File: config.mk
export PLATFORM = sky130hd
export DESIGN_NAME = lookahead_cmd_sched
export DESIGN_NICKNAME = d
export VERILOG_FILES = /design/src/rtl/lasched_pkg.sv /design/src/rtl/lasched_datapath.sv /design/src/rtl/lasched_control.sv /design/src/rtl/lookahead_cmd_sched.sv
export SDC_FILE = /design/constraint.sdc
export NUM_CORES = 1
export LEC_CHECK = 0
export BUFFER_PORTS_ARGS = -buffer_cell sky130_fd_sc_hd__clkbuf_2
export CAP_MARGIN = 30
export CORE_MARGIN = 3
export CORE_UTILIZATION = 55
export CTS_CLUSTER_DIAMETER = 100
export DETAILED_ROUTE_END_ITERATION = 8
export PLACE_DENSITY = 0.75
export RECOVER_POWER = 50
export SKIP_CTS_REPAIR_TIMING = 1
export SLEW_MARGIN = 0
export SYNTH_ARGS = -nofsm -noshare
export SYNTH_HDL_FRONTEND = slang
export SYNTH_SLANG_ARGS = --single-unit
File: constraint.sdc
create_clock -name clk -period 6.86 [get_ports clk]
set_clock_uncertainty 0.2 [all_clocks]
set_input_delay 0.343 -clock clk [delete_from_list [all_inputs] [get_ports clk]]
set_output_delay 0.343 -clock clk [all_outputs]
set_load 0.02 [all_outputs]
File: src/rtl/lasched_pkg.sv
package lasched_pkg;
  localparam int BANK_W    = 2;
  localparam int NUM_BANKS = 1 << BANK_W;
  localparam int SIZE_W    = 2;
  // index of a burst within the largest transfer (2^(2^SIZE_W - 1) bursts)
  localparam int BURST_W   = (1 << SIZE_W) - 1;

  typedef enum logic [2:0] {
    CMD_NOP  = 3'd0,
    CMD_ACT  = 3'd1,
    CMD_READ = 3'd2,
    CMD_PRE  = 3'd3
  } cmd_e;

  // control -> datapath strobes
  typedef struct packed {
    cmd_e              kind;
    logic [BANK_W-1:0] bank;
    logic              nextBurst;
    logic              pop;
  } strobe_t;
endpackage

File: src/rtl/lasched_datapath.sv
module lasched_datapath
  import lasched_pkg::*;
#(
  parameter int QDEPTH = 4,
  parameter int SLOT_W = 2,
  parameter int ROW_W  = 13,
  parameter int COL_W  = 10,
  parameter int T_RP   = 3,
  parameter int T_RCD  = 3,
  parameter int T_RAS  = 6,
  parameter int T_RRD  = 2,
  parameter int T_CCD  = 2
) (
  input  logic                               clk,
  input  logic                               rstN,
  input  logic                               reqValid,
  output logic                               reqReady,
  input  logic [BANK_W-1:0]                  reqBank,
  input  logic [ROW_W-1:0]                   reqRow,
  input  logic [COL_W-1:0]                   reqCol,
  input  logic [SIZE_W-1:0]                  reqSize,
  input  strobe_t                            strobe,
  input  logic [SLOT_W-1:0]                  slot,
  output logic [QDEPTH-1:0]                  qValid,
  output logic [QDEPTH-1:0][BANK_W-1:0]      qBank,
  output logic [QDEPTH-1:0][ROW_W-1:0]       qRow,
  output logic [COL_W-1:0]                   headCol,
  output logic [SIZE_W-1:0]                  headSize,
  output logic [BURST_W-1:0]                 burstIdx,
  output logic [NUM_BANKS-1:0]               bankOpen,
  output logic [NUM_BANKS-1:0][ROW_W-1:0]    bankRow,
  output logic [NUM_BANKS-1:0]               actOk,
  output logic [NUM_BANKS-1:0]               readOk,
  output logic [NUM_BANKS-1:0]               preOk
);
  localparam int TMAX_A = (T_RP > T_RCD) ? T_RP : T_RCD;
  localparam int TMAX_B = (T_RAS > T_RRD) ? T_RAS : T_RRD;
  localparam int TMAX_C = (TMAX_A > TMAX_B) ? TMAX_A : TMAX_B;
  localparam int TMAX   = (TMAX_C > T_CCD) ? TMAX_C : T_CCD;
  localparam int CNT_W  = $clog2(TMAX + 1);
  localparam int CNT_Q  = $clog2(QDEPTH + 1);

  logic [CNT_Q-1:0]                 count;
  logic                             push, pop;
  logic [SLOT_W-1:0]                pushIdx;
  logic [QDEPTH-1:0][COL_W-1:0]     qCol;
  logic [QDEPTH-1:0][SIZE_W-1:0]    qSize;
  logic [CNT_W-1:0]                 rrdCnt, ccdCnt;

  assign reqReady = (count < CNT_Q'(QDEPTH));
  assign push     = reqValid && reqReady;
  assign pop      = strobe.pop;
  assign pushIdx  = SLOT_W'(count - CNT_Q'(pop));
  assign headCol  = qCol[0];
  assign headSize = qSize[0];

  always_comb begin
    for (int i = 0; i < QDEPTH; i++) qValid[i] = (CNT_Q'(i) < count);
  end

  // occupancy and burst position of the head request
  always_ff @(posedge clk or negedge rstN) begin
    if (!rstN) begin
      count    <= '0;
      burstIdx <= '0;
    end else begin
      count <= count + CNT_Q'(push) - CNT_Q'(pop);
      if (pop)                   burstIdx <= '0;
      else if (strobe.nextBurst) burstIdx <= burstIdx + BURST_W'(1);
    end
  end

  // request storage: shift up on retire, append behind the survivors
  always_ff @(posedge clk) begin
    if (pop) begin
      for (int i = 0; i < QDEPTH - 1; i++) begin
        qBank[i] <= qBank[i+1];
        qRow[i]  <= qRow[i+1];
        qCol[i]  <= qCol[i+1];
        qSize[i] <= qSize[i+1];
      end
    end
    if (push) begin
      qBank[pushIdx] <= reqBank;
      qRow[pushIdx]  <= reqRow;
      qCol[pushIdx]  <= reqCol;
      qSize[pushIdx] <= reqSize;
    end
  end

  // device-wide spacing timers
  always_ff @(posedge clk or negedge rstN) begin
    if (!rstN) begin
      rrdCnt <= '0;
      ccdCnt <= '0;
    end else begin
      if (rrdCnt != '0) rrdCnt <= rrdCnt - CNT_W'(1);
      if (ccdCnt != '0) ccdCnt <= ccdCnt - CNT_W'(1);
      if (strobe.kind == CMD_ACT)  rrdCnt <= CNT_W'(T_RRD - 1);
      if (strobe.kind == CMD_READ) ccdCnt <= CNT_W'(T_CCD - 1);
    end
  end

  // per-bank row state and timers
  for (genvar b = 0; b < NUM_BANKS; b++) begin : gBank
    logic             isOpen;
    logic [ROW_W-1:0] openRow;
    logic [CNT_W-1:0] rpCnt, rcdCnt, rasCnt;
    logic             selB;

    assign selB = (strobe.bank == BANK_W'(b));

    always_ff @(posedge clk or negedge rstN) begin
      if (!rstN) begin
        isOpen  <= 1'b0;
        openRow <= '0;
        rpCnt   <= '0;
        rcdCnt  <= '0;
        rasCnt  <= '0;
      end else begin
        if (rpCnt  != '0) rpCnt  <= rpCnt  - CNT_W'(1);
        if (rcdCnt != '0) rcdCnt <= rcdCnt - CNT_W'(1);
        if (rasCnt != '0) rasCnt <= rasCnt - CNT_W'(1);
        if (selB && strobe.kind == CMD_PRE) begin
          isOpen <= 1'b0;
          rpCnt  <= CNT_W'(T_RP - 1);
        end
        if (selB && strobe.kind == CMD_ACT) begin
          isOpen  <= 1'b1;
          openRow <= qRow[slot];
          rcdCnt  <= CNT_W'(T_RCD - 1);
          rasCnt  <= CNT_W'(T_RAS - 1);
        end
      end
    end

    assign bankOpen[b] = isOpen;
    assign bankRow[b]  = openRow;
    assign actOk[b]    = (rpCnt == '0) && (rrdCnt == '0);
    assign readOk[b]   = (rcdCnt == '0) && (ccdCnt == '0);
    assign preOk[b]    = (rasCnt == '0);
  end
endmodule

File: src/rtl/lasched_control.sv
module lasched_control
  import lasched_pkg::*;
#(
  parameter int QDEPTH    = 4,
  parameter int SLOT_W    = 2,
  parameter int ROW_W     = 13,
  parameter int COL_W     = 10,
  parameter int ADDR_W    = 13,
  parameter int BURST_LEN = 4
) (
  input  logic [QDEPTH-1:0]               qValid,
  input  logic [QDEPTH-1:0][BANK_W-1:0]   qBank,
  input  logic [QDEPTH-1:0][ROW_W-1:0]    qRow,
  input  logic [COL_W-1:0]                headCol,
  input  logic [SIZE_W-1:0]               headSize,
  input  logic [BURST_W-1:0]              burstIdx,
  input  logic [NUM_BANKS-1:0]            bankOpen,
  input  logic [NUM_BANKS-1:0][ROW_W-1:0] bankRow,
  input  logic [NUM_BANKS-1:0]            actOk,
  input  logic [NUM_BANKS-1:0]            readOk,
  input  logic [NUM_BANKS-1:0]            preOk,
  output strobe_t                         strobe,
  output logic [SLOT_W-1:0]               slot,
  output logic [2:0]                      cmdCode,
  output logic [BANK_W-1:0]               cmdBank,
  output logic [ADDR_W-1:0]               cmdAddr
);
  cmd_e             need     [QDEPTH];
  logic             legal    [QDEPTH];
  logic             shadowed [QDEPTH];
  logic             found;
  cmd_e             kind;
  logic [COL_W-1:0] colNow;

  // next command and its legality for every entry
  always_comb begin
    for (int i = 0; i < QDEPTH; i++) begin
      if (bankOpen[qBank[i]] && bankRow[qBank[i]] == qRow[i]) begin
        need[i]  = CMD_READ;
        legal[i] = readOk[qBank[i]];
      end else if (bankOpen[qBank[i]]) begin
        need[i]  = CMD_PRE;
        legal[i] = preOk[qBank[i]];
      end else begin
        need[i]  = CMD_ACT;
        legal[i] = actOk[qBank[i]];
      end
      shadowed[i] = 1'b0;
      for (int j = 0; j < i; j++) begin
        if (qBank[j] == qBank[i]) shadowed[i] = 1'b1;
      end
    end
  end

  // head first, then the oldest younger entry that can take row preparation
  always_comb begin
    found = 1'b0;
    slot  = '0;
    if (qValid[0] && legal[0]) begin
      found = 1'b1;
    end else begin
      for (int i = 1; i < QDEPTH; i++) begin
        if (!found && qValid[i] && need[i] != CMD_READ && legal[i] && !shadowed[i]) begin
          found = 1'b1;
          slot  = SLOT_W'(i);
        end
      end
    end
  end

  assign kind   = found ? need[slot] : CMD_NOP;
  assign colNow = headCol + COL_W'(int'(burstIdx) * BURST_LEN);

  always_comb begin
    cmdCode = kind;
    cmdBank = found ? qBank[slot] : '0;
    case (kind)
      CMD_ACT:  cmdAddr = ADDR_W'(qRow[slot]);
      CMD_READ: cmdAddr = ADDR_W'(colNow);
      default:  cmdAddr = '0;
    endcase
  end

  always_comb begin
    strobe.kind      = kind;
    strobe.bank      = cmdBank;
    strobe.nextBurst = (kind == CMD_READ);
    strobe.pop       = (kind == CMD_READ) &&
                       (burstIdx == BURST_W'((1 << headSize) - 1));
  end
endmodule

File: src/rtl/lookahead_cmd_sched.sv
module lookahead_cmd_sched
  import lasched_pkg::*;
#(
  parameter int QDEPTH    = 4,
  parameter int ROW_W     = 13,
  parameter int COL_W     = 10,
  parameter int T_RP      = 3,
  parameter int T_RCD     = 3,
  parameter int T_RAS     = 6,
  parameter int T_RRD     = 2,
  parameter int BURST_LEN = 4
) (
  input  logic                                      clk,
  input  logic                                      rstN,
  input  logic                                      reqValid,
  output logic                                      reqReady,
  input  logic [BANK_W-1:0]                         reqBank,
  input  logic [ROW_W-1:0]                          reqRow,
  input  logic [COL_W-1:0]                          reqCol,
  input  logic [SIZE_W-1:0]                         reqSize,
  output logic [2:0]                                cmdCode,
  output logic [BANK_W-1:0]                         cmdBank,
  output logic [((ROW_W > COL_W) ? ROW_W : COL_W)-1:0] cmdAddr
);
  localparam int ADDR_W = (ROW_W > COL_W) ? ROW_W : COL_W;
  localparam int SLOT_W = (QDEPTH > 1) ? $clog2(QDEPTH) : 1;
  localparam int T_CCD  = BURST_LEN / 2;

  strobe_t                         strobe;
  logic [SLOT_W-1:0]               slot;
  logic [QDEPTH-1:0]               qValid;
  logic [QDEPTH-1:0][BANK_W-1:0]   qBank;
  logic [QDEPTH-1:0][ROW_W-1:0]    qRow;
  logic [COL_W-1:0]                headCol;
  logic [SIZE_W-1:0]               headSize;
  logic [BURST_W-1:0]              burstIdx;
  logic [NUM_BANKS-1:0]            bankOpen, actOk, readOk, preOk;
  logic [NUM_BANKS-1:0][ROW_W-1:0] bankRow;

  lasched_datapath #(
    .QDEPTH(QDEPTH), .SLOT_W(SLOT_W), .ROW_W(ROW_W), .COL_W(COL_W),
    .T_RP(T_RP), .T_RCD(T_RCD), .T_RAS(T_RAS), .T_RRD(T_RRD), .T_CCD(T_CCD)
  ) uPath (
    .clk(clk), .rstN(rstN), .reqValid(reqValid), .reqReady(reqReady),
    .reqBank(reqBank), .reqRow(reqRow), .reqCol(reqCol), .reqSize(reqSize),
    .strobe(strobe), .slot(slot), .qValid(qValid), .qBank(qBank), .qRow(qRow),
    .headCol(headCol), .headSize(headSize), .burstIdx(burstIdx),
    .bankOpen(bankOpen), .bankRow(bankRow), .actOk(actOk), .readOk(readOk), .preOk(preOk)
  );

  lasched_control #(
    .QDEPTH(QDEPTH), .SLOT_W(SLOT_W), .ROW_W(ROW_W), .COL_W(COL_W),
    .ADDR_W(ADDR_W), .BURST_LEN(BURST_LEN)
  ) uCtrl (
    .qValid(qValid), .qBank(qBank), .qRow(qRow), .headCol(headCol), .headSize(headSize),
    .burstIdx(burstIdx), .bankOpen(bankOpen), .bankRow(bankRow), .actOk(actOk),
    .readOk(readOk), .preOk(preOk), .strobe(strobe), .slot(slot),
    .cmdCode(cmdCode), .cmdBank(cmdBank), .cmdAddr(cmdAddr)
  );
endmodule

Word-level counts from Yosys, hierarchy flattened:

Index checks and enable logic that the tools add are counted.

* bits in registers: 212
* input bits: 30
* output and inout bits: 19

* $add $sub $neg: 20
* magnitude comparators: 13
* eq/ne operators: 20
* shift-type cells: 1
* multiplexer cells: 138
* bitwise logic cells: 1
* reductions and logical operators: 88

Operator list (count)
* binary-select mux 13 bit (select 2 bit): 5
* two-way mux 3 bit: 36
* two-way mux 13 bit: 6
* two-way mux 39 bit: 2
* two-way mux 30 bit: 2
* bitwise mux 52 bit: 1
* == test 13 bit: 4
* two-way mux 1 bit: 45
* zero test 3 bit: 14
* nonzero test 3 bit: 14
* subtractor 3 x 1 -> 3 bit (second input constant): 14
* bitwise mux 40 bit: 1
* nonzero test 2 bit: 19
* logical AND 1 bit: 35
* binary-select mux 1 bit (select 2 bit): 16
* demux 13 bit (select 2 bit): 1
* one-hot mux 13 bit (2 select lines): 1
* two-way mux 6 bit: 4
* two-way mux 2 bit: 11
* demux 10 bit (select 2 bit): 1
* < comparator 2 x 3 -> 1 bit (second input constant): 6
* bitwise mux 8 bit: 2
* == test 2 bit: 6
* adder 10 x 5 -> 10 bit: 1
* other kinds (24): 34

Longest topological paths before layout:

* word-level depth: 39
* gate-level depth with buffers: 29

Cells and area by module:

From an unflattened synthesis, not the netlist that was laid out.

* cells, all modules: 1080
* area total of the unflattened synthesis: 13152.6 µm²

By module, submodules not included
* lasched_datapath: times used 1, cells each 725, area each 9599.2 µm², seq. area each 5034.8 µm²
* lasched_control: times used 1, cells each 355, area each 3553.4 µm², seq. area each 0.0 µm²

Least setup slack after synthesis:

OpenSTA, ideal clock, no wires.

* kind: flip-flop to flip-flop
* start: register uPath.rrdCnt[0] (netlist name)
* end: register uPath.qBank[6] (netlist bit), enable pin
* arrival time: 6.181 ns
* data required time: 6.274 ns
* path slack: 0.092 ns
* cell stages (with the launch flop): 25
* buffers on the path: 7
* cell sequence: dfrtp_1 inv_1 ha_1 ha_1 buf_6 nand2_1 mux2_2 mux4_2 a2111o_1 o2bb2ai_1 and3_1 buf_2 buf_2 nor2b_1 o21a_1 ha_1 clkbuf_1 nor2b_1 clkbuf_1 buf_1 clkbuf_1 ha_1 inv_1 ha_1 and3b_1

RTL lines
* end signal: indexed assignment: RTL line lasched_datapath.sv:77 `qBank[i] <= qBank[i+1];`
* end signal: indexed assignment: RTL line lasched_datapath.sv:84 `qBank[pushIdx] <= reqBank;`
* end: declaration: RTL line lasched_datapath.sv:25 `output logic [QDEPTH-1:0][BANK_W-1:0] qBank,`

Worst setup path in the final report:

* start: register uPath.qBank[0] (netlist bit)
* end: output port cmdAddr[0] (netlist bit)

* cells in the longest elaborated chain, start to end: 27

Ends and longest elaborated chain
* == test 2 bit: RTL line lasched_control.sv:50 `if (qBank[j] == qBank[i]) shadowed[i] = 1'b1;`
* two-way mux 1 bit: RTL line lasched_control.sv:50
* zero test 1 bit: RTL line lasched_control.sv:63 `if (!found && qValid[i] && need[i] != CMD_READ && legal[i] && !shadowed[i]) begin`
* logical AND 1 bit: RTL line lasched_control.sv:63
* two-way mux 1 bit: RTL line lasched_control.sv:63
* two-way mux 1 bit: RTL line lasched_control.sv:59 `if (qValid[0] && legal[0]) begin`
* zero test 1 bit: RTL line lasched_control.sv:63
* logical AND 1 bit (4 in series): RTL line lasched_control.sv:63
* (+7 left out)
* two-way mux 2 bit: RTL line lasched_control.sv:63
* two-way mux 2 bit: RTL line lasched_control.sv:59
* NOT 2 -> 3 bit (implied by the code): RTL line lasched_control.sv:71 `assign kind = found ? need[slot] : CMD_NOP;`
* binary-select mux 3 bit (select 2 bit): RTL line lasched_control.sv:71
* two-way mux 3 bit (implied by the code) (2 in series): RTL line lasched_control.sv:71
* two-way mux 3 bit: RTL line lasched_control.sv:71
* == test 3 x 2 -> 1 bit or == test 3 x 1 -> 1 bit (tied branches): RTL line lasched_control.sv:77 `case (kind)`
* one-hot mux 13 bit (2 select lines) (*): RTL line lasched_control.sv:77
* end: declaration: RTL line lookahead_cmd_sched.sv:23 `output logic [((ROW_W > COL_W) ? ROW_W : COL_W)-1:0] cmdAddr`

Every way passes the cells marked *; elsewhere a longest branch is shown, timed or not. The select of a mux whose other input is x is not followed.

==> results.md <==
* Antenna-violating nets left at 0
* Crit Path Category: flop to output pin
* # port buffers at 47
* GRT overflow at 0
* Fmax achieved at ~0.16 GHz
* Synth top area share at 0.209
* Die X at 157 um
* H-tree levels at 1
* Pwr dens at 563 nW/um^2
* Slew Limit Headroom at -1.07
* First-pass GRT wire length at 48,500 um
* CTS sink count at 212
* Post-synth EDFFs at 27
* Worst EP required at 6320 ps
* Final Wtd Congestion at about 0.93
* GRT Util Overall at 0.251
* Syn Std Cell Area at 12,500 sq um
* Leakage at a little under 0.006 uW
* Initial antenna violation count at 0
* Critical path endpoint category: output pin
* Final WL at roughly 30,000 um
* Total chip power at 7920 uW
* Initial core utilization at 0.566
* Min-Delay Path Class: input port to flop
* Max-Cap Viols at 2
* Top_reg_cell synth: dfrtp_1
* CORE AREA at 22,000 sq um
* I/O pins at 49
* Vias in the first global route at 8,820
* Most common cell in the synthesized netlist: mux2i_1
* Outcome: complete, but fails checks
* Drc violations at 0
* Slew Limit Fails at 107
* Min Tclk post-route at 6170 ps
* Final period util at 0.899
* Synth area leader: dfrtp_1
* Pre-antenna DRT Iters at 6
* Setup ws final at 694 ps
* Count of final setup violators at 0
* Async S/R FF share, synth at 0.491
* Post-Syn Nets at 1,173
* Max incr delay on CP at 820 ps
* Inserted Clock Buffers at 25
* Die H at 157 um
* #FFs+latches synth at about 210
* # diodes at 0
* Worst-Skew Late Latency at around 530 ps
* DR iter-0 viols at 635
* Max FO, Critical Path at 14
* Vias at approximately 9,000
* Placement Setup Slack at 793 ps
* Largest net degree at the start of global routing at 55
* Failing checks: max-capacitance violations, max-slew violations
* Crit path DAT at 5620 ps
* Root cell of the clock tree: clkbuf_16
* Top cells by area, synth: dfrtp_1, dfxtp_1, mux2i_1
* Unrepaired setup endpoints after global routing: no
* Drt wl/cell at 20.8 um
* CTS tree: done
* Syn Area/Cell at 11.3 sq um
* Worst-margin pin slew at around 3100 ps
* Die area at 24,500 sq um
* Startpoint Class: flop
* Setup TNS Final at 0 ps
* CP Cell Sequence: mux4_2 -> xnor2_1 -> nand4_1 -> a2111oi_4 -> mux2i_1 -> a21o_1 -> mux2i_1 -> nor2b_1 -> o21a_1 -> ha_1 -> nor2b_1 -> a22o_1 -> clkbuf_2
* Cell count after synthesis at 1,100
* Worst vdd rail ir drop at slightly above 300 uV
* Number of distinct library cells after synthesis at 71
* Reg clk slew, reported paths at 60 ps
* Row count at 54
* Ys Warns at 0
* Most instantiated cells after synthesis: mux2i_1, dfrtp_1, nand2_1
* Longest Clk Path Bufs at 3
* Fraction of layout cells with a size suffix above 1 at 0.169
* Area grow syn2layout at 12.9%
* Final hold violation count at 0
* Routed vias/inst at 6.12
* DP HPWL at around 21,000 um
* Crit-path slowest cell: dfxtp_1
* Final nets at 1,234
* Register area share after synthesis at 0.404
## final timing paths
kind | slack (ps) | start | cells after the start | end
setup / recovery | 690 | uPath.qBank[0]$_DFF_P_ | 13 | cmdAddr[0]
hold / removal | 220 | reqValid | 3 | uPath.count[0]$_DFF_PN0_
setup reg to reg | 720 | uPath.qBank[0]$_DFF_P_ | 17 | uPath.qRow[16]$_DFF_P_
hold reg to reg | 290 | uPath.gBank[3].rcdCnt[1]$_DFFE_PN0P_ | 2 | uPath.gBank[3].rcdCnt[1]$_DFFE_PN0P_
max in group asynchronous | 1520 | rstN | 3 | uPath.gBank[2].openRow[10]$_DFFE_PN0P_
min in group asynchronous | 1180 | rstN | 2 | uPath.gBank[3].rpCnt[1]$_DFFE_PN0P_
## cell type report
cell class / instances / area [sq um]
fill: 1747 / 7950
multi-input combinational: 772 / 6870
sequential: 212 / 5030
timing repair buffer: 99 / 687
clock buffer: 30 / 674
tap: 280 / 350
clock inverter: 16 / 264
inverter: 51 / 191
## critical path, delay by kind of cell (launching register included)
kind	cells	cell delay (ps)
buffers and inverters	1	180
DFF	1	820
adders and majority gates	1	350
AOI/OAI and AO/OA	4	1240
and+or+nand+nor	3	1040
muxes	3	1280
xor gates and xnor gates	1	190
## stage by stage
| stage | std cells | instance area [sq um] | hold WS [ps] | util |
|---|---|---|---|---|
| after global routing | 1460 | 14100 | 242 | 0.639 |
| after detailed placement | 1385 | 12900 | 236 | 0.587 |
| after CTS | 1431 | 13900 | -313 | 0.629 |
| after global placement | 1383 | 12900 | 232 | 0.585 |
| final | 1460 | 14100 | 224 | 0.639 |
| after floorplan | 1100 | 12500 | -153 | - |
## cell families after synthesis
logic type	share of synthesized area
and+or+nand+nor	0.0849
buffers and inverters	0.0440
xor gates and xnor gates	0.0646
AOI/OAI and AO/OA	0.0890
other	0.000301
DFF	0.404
muxes	0.269
adders and majority gates	0.0443
## cells in the final DEF, fill, tap and decap left out, drive strengths merged, types with 3 or more instances in the layout
master / netlist / final
a21boi: 3 / 3
nor3: 4 / 4
clkinv: 0 / 6
buf: 39 / 22
a21oi: 46 / 46
ha: 41 / 41
nand3: 6 / 6
or2: 3 / 3
o211a: 3 / 3
and2: 8 / 8
a21o: 3 / 3
o21bai: 3 / 3
mux4: 55 / 55
edfxtp: 27 / 27
xnor2: 68 / 68
nand2: 85 / 85
xor2: 24 / 24
a211o: 4 / 4
and3: 3 / 3
nor2: 60 / 60
dfxtp: 81 / 81
or3: 5 / 5
nor3b: 3 / 3
nor2b: 8 / 8
o22ai: 6 / 6
nand2b: 7 / 7
nand3b: 4 / 4
bufinv: 0 / 7
nand4: 13 / 13
a211oi: 4 / 4
dfrtp: 104 / 104
mux2i: 140 / 140
o211ai: 5 / 5
mux2: 61 / 61
a22o: 11 / 11
o21ai: 59 / 59
dlygate4sd3: 0 / 28
clkbuf: 26 / 79
inv: 51 / 52
## routing by layer
layer,vias up,track usage,share of wire
met2,351,0.409,0.47
li1,4078,-,-
met1,4417,0.343,0.42
met3,88,0.0418,0.070
met5,-,0,0
met4,0,0.0880,0.038
## state kept, by name (all words and copies together) (netlist names)
signal,count
uPath.qRow,52
uPath.gBank.rasCnt,12
uPath.gBank.isOpen,4
uPath.qSize,6
uPath.gBank.rpCnt,12
uPath.burstIdx,3
uPath.rrdCnt,3
uPath.qCol,30
uPath.ccdCnt,3
uPath.qBank,8
uPath.headCol,10
uPath.headSize,2
uPath.gBank.openRow,52
uPath.count,3
uPath.gBank.rcdCnt,12
## power by group
group / switching, uW / internal [uW]
Combinational: 2000 / 1900
Sequential: 669 / 1860
Clock: 528 / 962
No activity file was read; power rests on OpenSTA's default activity.
